===== config.mk =====
export PLATFORM = sky130hd
export DESIGN_NAME = sweep_dds
export DESIGN_NICKNAME = d
export VERILOG_FILES = /design/src/rtl/sweep_dds_pkg.sv /design/src/rtl/sweep_dds_wavemem.sv /design/src/rtl/sweep_dds_addrgen.sv /design/src/rtl/sweep_dds_phasecore.sv /design/src/rtl/sweep_dds.sv
export SDC_FILE = /design/constraint.sdc
export NUM_CORES = 1
export LEC_CHECK = 0
export BUFFER_PORTS_ARGS = -buffer_cell sky130_fd_sc_hd__buf_2
export CAP_MARGIN = 20
export CORE_MARGIN = 1.5
export CORE_UTILIZATION = 50
export CTS_CLUSTER_SIZE = 25
export DETAILED_ROUTE_END_ITERATION = 10
export PLACE_DENSITY_LB_ADDON = 0.15
export SLEW_MARGIN = 5
export SYNTH_ARGS = -nofsm -noshare
export SYNTH_HDL_FRONTEND = slang
export SYNTH_SLANG_ARGS = --single-unit

===== constraint.sdc =====
create_clock -name clk -period 5.6 [get_ports clk]
set_input_delay 1.12 -clock clk [delete_from_list [all_inputs] [get_ports clk]]
set_output_delay 1.12 -clock clk [all_outputs]
set_load 0.01 [all_outputs]

===== src/rtl/sweep_dds_pkg.sv =====
package sweep_dds_pkg;

   typedef enum logic [1:0] {
      SRC_REG       = 2'd0,
      SRC_MEM_FTW   = 2'd1,
      SRC_MEM_PHASE = 2'd2
   } dds_src_e;

   function automatic dds_src_e pick_src(input logic use_mem, input logic mem_is_phase);
      if (!use_mem)
         return SRC_REG;
      else if (mem_is_phase)
         return SRC_MEM_PHASE;
      else
         return SRC_MEM_FTW;
   endfunction

endpackage


===== src/rtl/sweep_dds_wavemem.sv =====
module sweep_dds_wavemem #(
   parameter int ADDR_W = 4,
   parameter int DATA_W = 24
) (
   input  logic              clk,
   input  logic              wr_en,
   input  logic [ADDR_W-1:0] wr_addr,
   input  logic [DATA_W-1:0] wr_data,
   input  logic [ADDR_W-1:0] rd_addr,
   output logic [DATA_W-1:0] rd_data
);
   localparam int DEPTH = 1 << ADDR_W;

   logic [DATA_W-1:0] store [DEPTH];

   always_ff @(posedge clk) begin
      if (wr_en)
         store[wr_addr] <= wr_data;
   end

   assign rd_data = store[rd_addr];

endmodule


===== src/rtl/sweep_dds_addrgen.sv =====
module sweep_dds_addrgen #(
   parameter int ADDR_W = 4
) (
   input  logic              clk,
   input  logic              rst_n,
   input  logic              sweep_en,
   input  logic              msb_mode,
   input  logic              msb,
   input  logic [ADDR_W-1:0] start_addr,
   input  logic [ADDR_W-1:0] end_addr,
   output logic [ADDR_W-1:0] addr
);
   logic msb_prev;
   logic msb_rise;
   logic step;

   assign msb_rise = msb & ~msb_prev;
   assign step     = msb_mode ? msb_rise : 1'b1;

   always_ff @(posedge clk or negedge rst_n) begin
      if (!rst_n) begin
         addr     <= '0;
         msb_prev <= 1'b0;
      end else begin
         msb_prev <= msb;
         if (!sweep_en)
            addr <= start_addr;
         else if (step)
            addr <= (addr == end_addr) ? start_addr : addr + 1'b1;
      end
   end

   // last address returns to the first when stepping on the clock
   a_r6_wrap_to_start: assert property (@(posedge clk) disable iff (!rst_n)
      sweep_en && !msb_mode && addr == end_addr |=> addr == $past(start_addr));

   // without a top-bit rise the address holds in top-bit mode
   a_r7_hold_without_rise: assert property (@(posedge clk) disable iff (!rst_n)
      sweep_en && msb_mode && !(msb && !msb_prev) |=> $stable(addr));

   // idle sweep reloads the first address
   a_r9_reload_start: assert property (@(posedge clk) disable iff (!rst_n)
      !sweep_en |=> addr == $past(start_addr));

endmodule


===== src/rtl/sweep_dds_phasecore.sv =====
module sweep_dds_phasecore #(
   parameter int ACC_W = 24,
   parameter int PH_W  = 16,
   parameter int OUT_W = 12
) (
   input  logic             clk,
   input  logic             rst_n,
   input  logic [ACC_W-1:0] ftw,
   input  logic [PH_W-1:0]  ph_off,
   output logic             msb,
   output logic [OUT_W-1:0] phase_out
);
   localparam int DROP = PH_W - OUT_W;

   logic [ACC_W-1:0] acc;
   logic [PH_W-1:0]  ph_sum;

   always_ff @(posedge clk or negedge rst_n) begin
      if (!rst_n)
         acc <= '0;
      else
         acc <= acc + ftw;
   end

   assign msb    = acc[ACC_W-1];
   assign ph_sum = acc[ACC_W-1 -: PH_W] + ph_off;

   generate
      if (DROP == 0) begin : g_full
         assign phase_out = ph_sum;
      end else begin : g_trunc
         assign phase_out = OUT_W'(ph_sum >> DROP);
      end
   endgenerate

endmodule


===== src/rtl/sweep_dds.sv =====
module sweep_dds
   import sweep_dds_pkg::*;
#(
   parameter int ACC_W  = 24,
   parameter int PH_W   = 16,
   parameter int OUT_W  = 12,
   parameter int ADDR_W = 4
) (
   input  logic              clk,
   input  logic              rst_n,
   input  logic [ACC_W-1:0]  reg_ftw,
   input  logic [PH_W-1:0]   reg_phase,
   input  logic              mem_en,
   input  logic              mem_phase,
   input  logic              step_on_msb,
   input  logic [ADDR_W-1:0] start_addr,
   input  logic [ADDR_W-1:0] end_addr,
   input  logic              wr_en,
   input  logic [ADDR_W-1:0] wr_addr,
   input  logic [ACC_W-1:0]  wr_data,
   output logic              msb_out,
   output logic [OUT_W-1:0]  phase_out
);
   generate
      if (PH_W > ACC_W) begin : g_bad_ph
         $error("phase offset wider than accumulator");
      end
      if (OUT_W > PH_W || OUT_W < 1) begin : g_bad_out
         $error("output width must be 1..PH_W");
      end
      if (ADDR_W < 1 || ADDR_W > 10) begin : g_bad_addr
         $error("address width out of range");
      end
   endgenerate

   dds_src_e          src;
   logic [ADDR_W-1:0] addr;
   logic [ACC_W-1:0]  mem_q;
   logic [ACC_W-1:0]  ftw_sel;
   logic [PH_W-1:0]   ph_sel;
   logic              msb_mode;

   assign src      = pick_src(mem_en, mem_phase);
   assign msb_mode = step_on_msb && (src == SRC_MEM_FTW);

   always_comb begin
      ftw_sel = reg_ftw;
      ph_sel  = reg_phase;
      case (src)
         SRC_MEM_FTW:   ftw_sel = mem_q;
         SRC_MEM_PHASE: ph_sel  = mem_q[PH_W-1:0];
         default: ;
      endcase
   end

   sweep_dds_wavemem #(.ADDR_W(ADDR_W), .DATA_W(ACC_W)) u_mem (
      .clk(clk), .wr_en(wr_en), .wr_addr(wr_addr), .wr_data(wr_data),
      .rd_addr(addr), .rd_data(mem_q)
   );

   sweep_dds_addrgen #(.ADDR_W(ADDR_W)) u_addr (
      .clk(clk), .rst_n(rst_n), .sweep_en(mem_en), .msb_mode(msb_mode),
      .msb(msb_out), .start_addr(start_addr), .end_addr(end_addr), .addr(addr)
   );

   sweep_dds_phasecore #(.ACC_W(ACC_W), .PH_W(PH_W), .OUT_W(OUT_W)) u_core (
      .clk(clk), .rst_n(rst_n), .ftw(ftw_sel), .ph_off(ph_sel),
      .msb(msb_out), .phase_out(phase_out)
   );

   // phase-memory mode steps every clock even with top-bit stepping requested
   a_r8_phase_mode_steps: assert property (@(posedge clk) disable iff (!rst_n)
      mem_en && mem_phase && addr != end_addr |=> addr == ADDR_W'($past(addr) + 1'b1));

endmodule


==> impl_metrics.toml, run 1 <==
[drt]
dr_total_vias = 8997
wirelength_microns = 39400
drc_errors = 0
dr.first_iter.drc_count = 806
wire_per_inst_microns = 25.9
vias_per_cell = 5.92
dr.pass1.iters = 5
postRouteAntennaNets = 0

[outcome]
violations = "setup timing"
outcome = "finished with violations"

[floorplanning]
start_util_pct = 50.7
rows = 68
core_area_sq_mm = 0.0344
die-height_microns = 190
die_area_sq_mm = 0.0360
io_pins = 95
dieWidth_microns = 190

[placement]
gp_congestion = 0.858
place_inst = 1420
portBuffers = 94
dp_hpwl_microns = 23100

[grt]
grt_antenna_before_repair = 4
gr-max-usage-layer = "met2"
grt_use_total_pct = 22.5
met1_usage_pct = 33.7
grt_overflow = 0
met2_usage_pct = 35.1
grt_pass1_wl_microns = 58000
grt_pass1_vias = 9321
grt_util_met3_pct = 3.23
grt_max_degree = 51

[clocking]
cts_made_buffers = 43
htree_num_levels = 2
cts.path.max_buffers = 3
ctsHoldBuffers = 0
cts_tree = "done"
root_buffer = "clkbuf_16"
cts.sinks = 413
insertion_delay_ns = 0.57
path_clk_slew_ns = 0.06

[worst_setup_path]
path_max_fanout = 7
startpoint_type = "register"
crit_chain = "buf_12 -> buf_16 -> buf_12 -> mux4_2 -> mux4_2 -> mux2_2 -> ha_1 -> a21o_1 -> a21oi_2 -> or4b_4 -> a31o_1 -> a21oi_2 -> xnor2_1 -> buf_2"
cp_top_family = "multiplexers"
slowest_stage = "mux4_2"
crit_arrival_ns = 4.61
crit_required_ns = 4.48
cpPeakStageDelay_ns = 0.53
crit_type = "register to primary output"
critPathBufInv = 4
cp-end-kind = "primary output"

[timing]
finalSetupViolCount = 2
rsz0062_at_grt = "yes"
finalCriticalPeriod_ns = 5.73
worst_pin_slew_ns = 1.06
hold_viol_final = 0
fin_tns_setup_ns = -0.255
fin_skew_ns = 0.0211
fmax_mhz = 175
fin_ws_ns = -0.130
fin_crit_sh_pct = 102
slew_headroom_pct = 28.5
slew_violations = 0
timing.hold.ws_ns = 0.480

[final_layout]
area_growth_pct = 18.3
nets = 1153
drive_above_1_share_pct = 37.9
final_common_cell = "edfxtp_1"
fillers = 2520
antenna_cells = 0
final_util_pct = 59.9
stdcell_count = 1521
final_cell_mix = "384 x edfxtp_1, 120 x mux4_2, 94 x buf_2"

[synthesis]
async_reset_ff_share_pct = 7.02
syn_nets = 994
synth_warnings = 0
netlist_area_sq_mm = 0.0174
netlist-cell-type-count = 51
netlist_instances = 873
avgSynthCellArea_sq_um = 19.9
synth_flop_cell = "edfxtp_1"
synth_seq_area_share_pct = 70.4
yosys_register_bits = 413
synth_edf_count = 384

[power]
p_leak_nw = 6.97
power.density_mw_per_mm2 = 486
vdd_drop_max_v = 0.000348
p_total_mw = 10.0

[worst_hold_path]
hold_path.class = "register to register"

[flow_run]
maxCapViolCount = 0
==> repair_timing <==
action / CTS / global route
gates cloned: 2 / 0
pin swaps: 9 / 14
resized for setup: 23 / 11
endpoints found under the setup margin: 7 / 6
setup buffers: 13 / 5
==> area by class of cell <==
cell class                 count  area, sq um  area share [%]
inverter                       6         22.5           0.109
clock inverter                28          254            1.23
timing repair buffer         146         1130            5.51
clock buffer                  51         1110            5.37
multi-input combinational    422         5240            25.5
sequential                   413        12300            59.6
tap                          455          569            2.76
==> final timing paths <==
kind	from	endpoint	slack, ns	cells past startpoint
hold / removal	u_core.acc[0]	u_core.acc[0]	0.48	1
max in group asynchronous	rst_n	u_addr.addr[1]	4.43	1
hold reg to reg	u_core.acc[0]	u_core.acc[0]	0.48	1
setup reg to reg	u_addr.addr[0]	u_core.acc[20]	0.58	16
min in group asynchronous	rst_n	u_core.acc[23]	0.63	1
setup / recovery	u_addr.addr[0]	phase_out[11]	-0.13	14
==> layer usage <==
metal,vias to the layer above,routed length [microns]
met4,0,768
met1,4686,17300
li1,3942,-
met5,-,0
met3,54,2510
met2,315,18800
==> flip-flops by register name (all words and copies together) (netlist names) <==
register / count
u_addr.msb_prev: 1
u_addr.addr: 4
u_mem.store: 384
u_core.acc: 24
==> stage by stage <==
| stage | worst slack (ns) | cell area, sq um |
|---|---|---|
| 2_1_floorplan | 0.00271 | 17400 |
| 3_3_place_gp | 0.0265 | 18700 |
| 3_5_place_dp | 0.0103 | 18800 |
| 4_1_cts | -0.123 | 20500 |
| 5_1_grt | -0.306 | 20600 |
| 6_report | -0.130 | 20600 |
==> synthesized netlist by cell type, types with 2 or more instances <==
cell type / instances / area (sq um)
edfxtp_1: 384 / 11500
mux4_2: 120 / 2700
ha_1: 38 / 475
mux2_2: 37 / 417
nor2_1: 32 / 120
dfrtp_1: 29 / 726
a21oi_1: 26 / 130
xnor2_1: 22 / 193
nand2_1: 18 / 67.6
o21ai_0: 17 / 85.1
clkbuf_1: 16 / 60.1
nor3_1: 13 / 65.1
xor2_1: 13 / 114
buf_1: 12 / 45.0
a21o_1: 11 / 82.6
nand3_1: 10 / 50.1
nand2b_1: 7 / 43.8
inv_1: 6 / 22.5
mux2i_1: 5 / 50.1
a211oi_1: 4 / 30.0
and2_1: 4 / 25.0
nor2b_1: 4 / 25.0
o21bai_1: 4 / 30.0
a31oi_1: 3 / 18.8
buf_2: 3 / 15.0
or3_1: 3 / 18.8
a211o_1: 2 / 17.5
a21boi_0: 2 / 15.0
nand3b_1: 2 / 15.0
nor3b_1: 2 / 15.0
nor4_1: 2 / 12.5
o21a_1: 2 / 15.0
o311ai_0: 2 / 17.5
==> cells by family (layout without fill, tap and decap cells) <==
group / Yosys count / after routing / synth area share, %
buf+inv: 38 / 231 / 0.862
mux: 162 / 162 / 18.2
flops: 413 / 413 / 70.4
fa+ha+maj: 39 / 39 / 2.85
xor+xnor: 35 / 35 / 1.76
simple gates: 103 / 103 / 2.92
compound gates: 83 / 83 / 3.02
==> worst register-to-register path, cell delays in order, from the launching register on <==
cell and delay (ns):
dfrtp_4 0.47, buf_12 0.16, buf_8 0.18, mux4_2 0.51, mux4_2 0.54, buf_4 0.17, mux2_2 0.27, ha_1 0.35
o21ai_0 0.11, a21oi_1 0.21, nand2_1 0.12, o311ai_0 0.92, nand2_1 0.20, a211oi_1 0.30, buf_4 0.16, mux2i_1 0.19
nand2_1 0.07
==> power breakdown <==
group          switching (mW)  internal, mW  total [mW]
registers               0.151          3.56        3.71
logic                    1.77          1.81        3.59
clock network            1.19          1.53        2.71
Power figures use the tool's default switching activity.
==> run 2: changes to the inputs <==
--- a/config.mk
+++ b/config.mk
@@ -12,6 +12,7 @@
 export CTS_CLUSTER_SIZE = 25
 export DETAILED_ROUTE_END_ITERATION = 10
 export PLACE_DENSITY_LB_ADDON = 0.15
+export REMOVE_ABC_BUFFERS = 1
 export SLEW_MARGIN = 5
 export SYNTH_ARGS = -nofsm -noshare
 export SYNTH_HDL_FRONTEND = slang
==> impl_metrics.toml, run 2 (synthesis results as in run 1) <==
[floorplanning]
die-height_microns = 190
io_pins = 95
die_area_sq_mm = 0.0360
start_util_pct = 50.7
core_area_sq_mm = 0.0344
rows = 68
dieWidth_microns = 190

[drt]
wirelength_microns = 41900
postRouteAntennaNets = 0
dr.first_iter.drc_count = 774
drc_errors = 0
dr_total_vias = 9096
vias_per_cell = 5.98
wire_per_inst_microns = 27.6
dr.pass1.iters = 4

[worst_setup_path]
crit_arrival_ns = 4.66
reg2regPathDepth = 14
crit_required_ns = 4.48
startpoint_type = "register"
cp-end-kind = "primary output"
crit_type = "register to primary output"
path_max_fanout = 6

[power]
p_total_mw = 10.0
pwr-share-clk_pct = 26.8
vdd_drop_max_v = 0.000262
p_leak_nw = 6.97
combPwrFrac_pct = 35.7
p_seq_share_pct = 37.4
power.density_mw_per_mm2 = 488
p_int_mw = 6.92
switching_share_pct = 31.1
switchingPower_mw = 3.12

[final_layout]
regMostFlops = "u_mem.store"
nets = 1153
reg.largest.list = "u_mem.store (384), u_core.acc (24), u_addr.addr (4)"
final_util_pct = 59.8
area_growth_pct = 18.1
fillers = 2514
largest_reg_flops = 384
final_common_cell = "edfxtp_1"
drive_above_1_share_pct = 37.6
final_cell_mix = "384 x edfxtp_1, 120 x mux4_2, 94 x buf_2"

[clocking]
cts.sinks = 413
path_clk_slew_ns = 0.06
htree_num_levels = 2
cts_tree = "done"
root_buffer = "clkbuf_16"
insertion_delay_ns = 0.57
cts.path.max_buffers = 3
cts_made_buffers = 43

[grt]
grt_use_total_pct = 24.0
grt_max_degree = 30
grt_pass1_vias = 9224
grt_overflow = 0
grt_pass1_wl_microns = 60500
grt_antenna_before_repair = 2

[timing]
fin_skew_ns = 0.0280
slew_violations = 0
worst_pin_slew_ns = 1.04
finalSetupViolCount = 2
fin_crit_sh_pct = 103
fin_ws_ns = -0.176
slew_headroom_pct = 30.3
rsz0062_at_grt = "yes"
hold_viol_final = 0
finalCriticalPeriod_ns = 5.78
fin_tns_setup_ns = -0.217
fmax_mhz = 173

[flow_run]
maxCapViolCount = 0

[outcome]
outcome = "finished with violations"
violations = "setup timing"

[placement]
dp_hpwl_microns = 24200
portBuffers = 94
gp_congestion = 0.849

[worst_hold_path]
min_path_cells = 1
hold_path.class = "register to register"
run 2: cell count changes in the layout (fill, tap and decap cells not counted), sizes merged:
cell,delta
buf,+1
bufbuf,-1
clkbuf,+11
clkinv,-12
diode,+1
inv,-1
run 2: critical path, stage by stage, from the launching register on:
cell	delay [ns]
dfrtp_4	0.51
buf_12	0.16
buf_16	0.14
mux4_2	0.41
mux4_2	0.51
mux2_4	0.30
ha_4	0.23
a21oi_4	0.15
o211ai_1	0.13
a21boi_2	0.25
nor3_2	0.10
or4b_4	0.51
a31o_4	0.26
a21oi_2	0.14
xnor2_1	0.13
buf_2	0.15
run 2: timing repair:
action                                  in CTS  in global routing
hold buffers                                 0                  0
resized for setup                           33                  6
pin swaps                                   15                 10
setup buffers                               12                  0
endpoints found under the setup margin       6                  6
gates cloned                                 4                  0
run 2: power groups by stage:
stage / registers [mW] / clock network [mW] / logic (mW)
finish: 3.76 / 2.69 / 3.59
global route: 3.78 / 2.85 / 3.87
CTS: 3.76 / 2.73 / 3.56
detailed placement: 3.81 / 0 / 3.28
global placement: 3.81 / 0 / 3.25
floorplan: 3.91 / 0 / 2.26
run 2: metal layers:
layer  share of wire (%)  GRT usage (%)  up-vias
li1                    -              -     3947
met1                  44           35.3     4779
met2                  48           37.7      318
met3                 5.6           4.10       50
met4                 2.1           6.41        2
met5               0.019              0        -
run 2: final timing paths:
| path | from | to | slack [ns] |
|---|---|---|---|
| setup / recovery | u_addr.addr[0] | phase_out[11] | -0.18 |
| hold / removal | u_core.acc[0] | u_core.acc[0] | 0.48 |
| setup reg to reg | u_addr.addr[1] | u_core.acc[22] | 0.68 |
| hold reg to reg | u_core.acc[0] | u_core.acc[0] | 0.48 |
| max in group asynchronous | rst_n | u_addr.addr[1] | 4.41 |
| min in group asynchronous | rst_n | u_core.acc[3] | 0.62 |
run 2: through the flow:
| stage | worst slack (ns) | hold slack, ns | instances | area [sq um] |
|---|---|---|---|---|
| floorplan | -2.59 | 0.456 | 841 | 17300 |
| global placement | 0.0583 | 0.464 | 1424 | 18800 |
| detailed placement | 0.00359 | 0.477 | 1427 | 18800 |
| CTS | -0.171 | 0.488 | 1519 | 20500 |
| global route | -0.293 | 0.500 | 1520 | 20600 |
| finish | -0.176 | 0.483 | 1520 | 20600 |
run 2: final cells by class:
class | instances | area, sq um | share of cell area (%)
Tap cell | 455 | 569 | 2.77
Antenna cell | 1 | 2.50 | 0.0122
Multi-Input combinational cell | 422 | 5310 | 25.8
Clock buffer | 62 | 1180 | 5.73
Clock inverter | 15 | 129 | 0.627
Timing Repair Buffer | 146 | 1080 | 5.27
Sequential cell | 413 | 12300 | 59.7
Inverter | 6 | 22.5 | 0.110
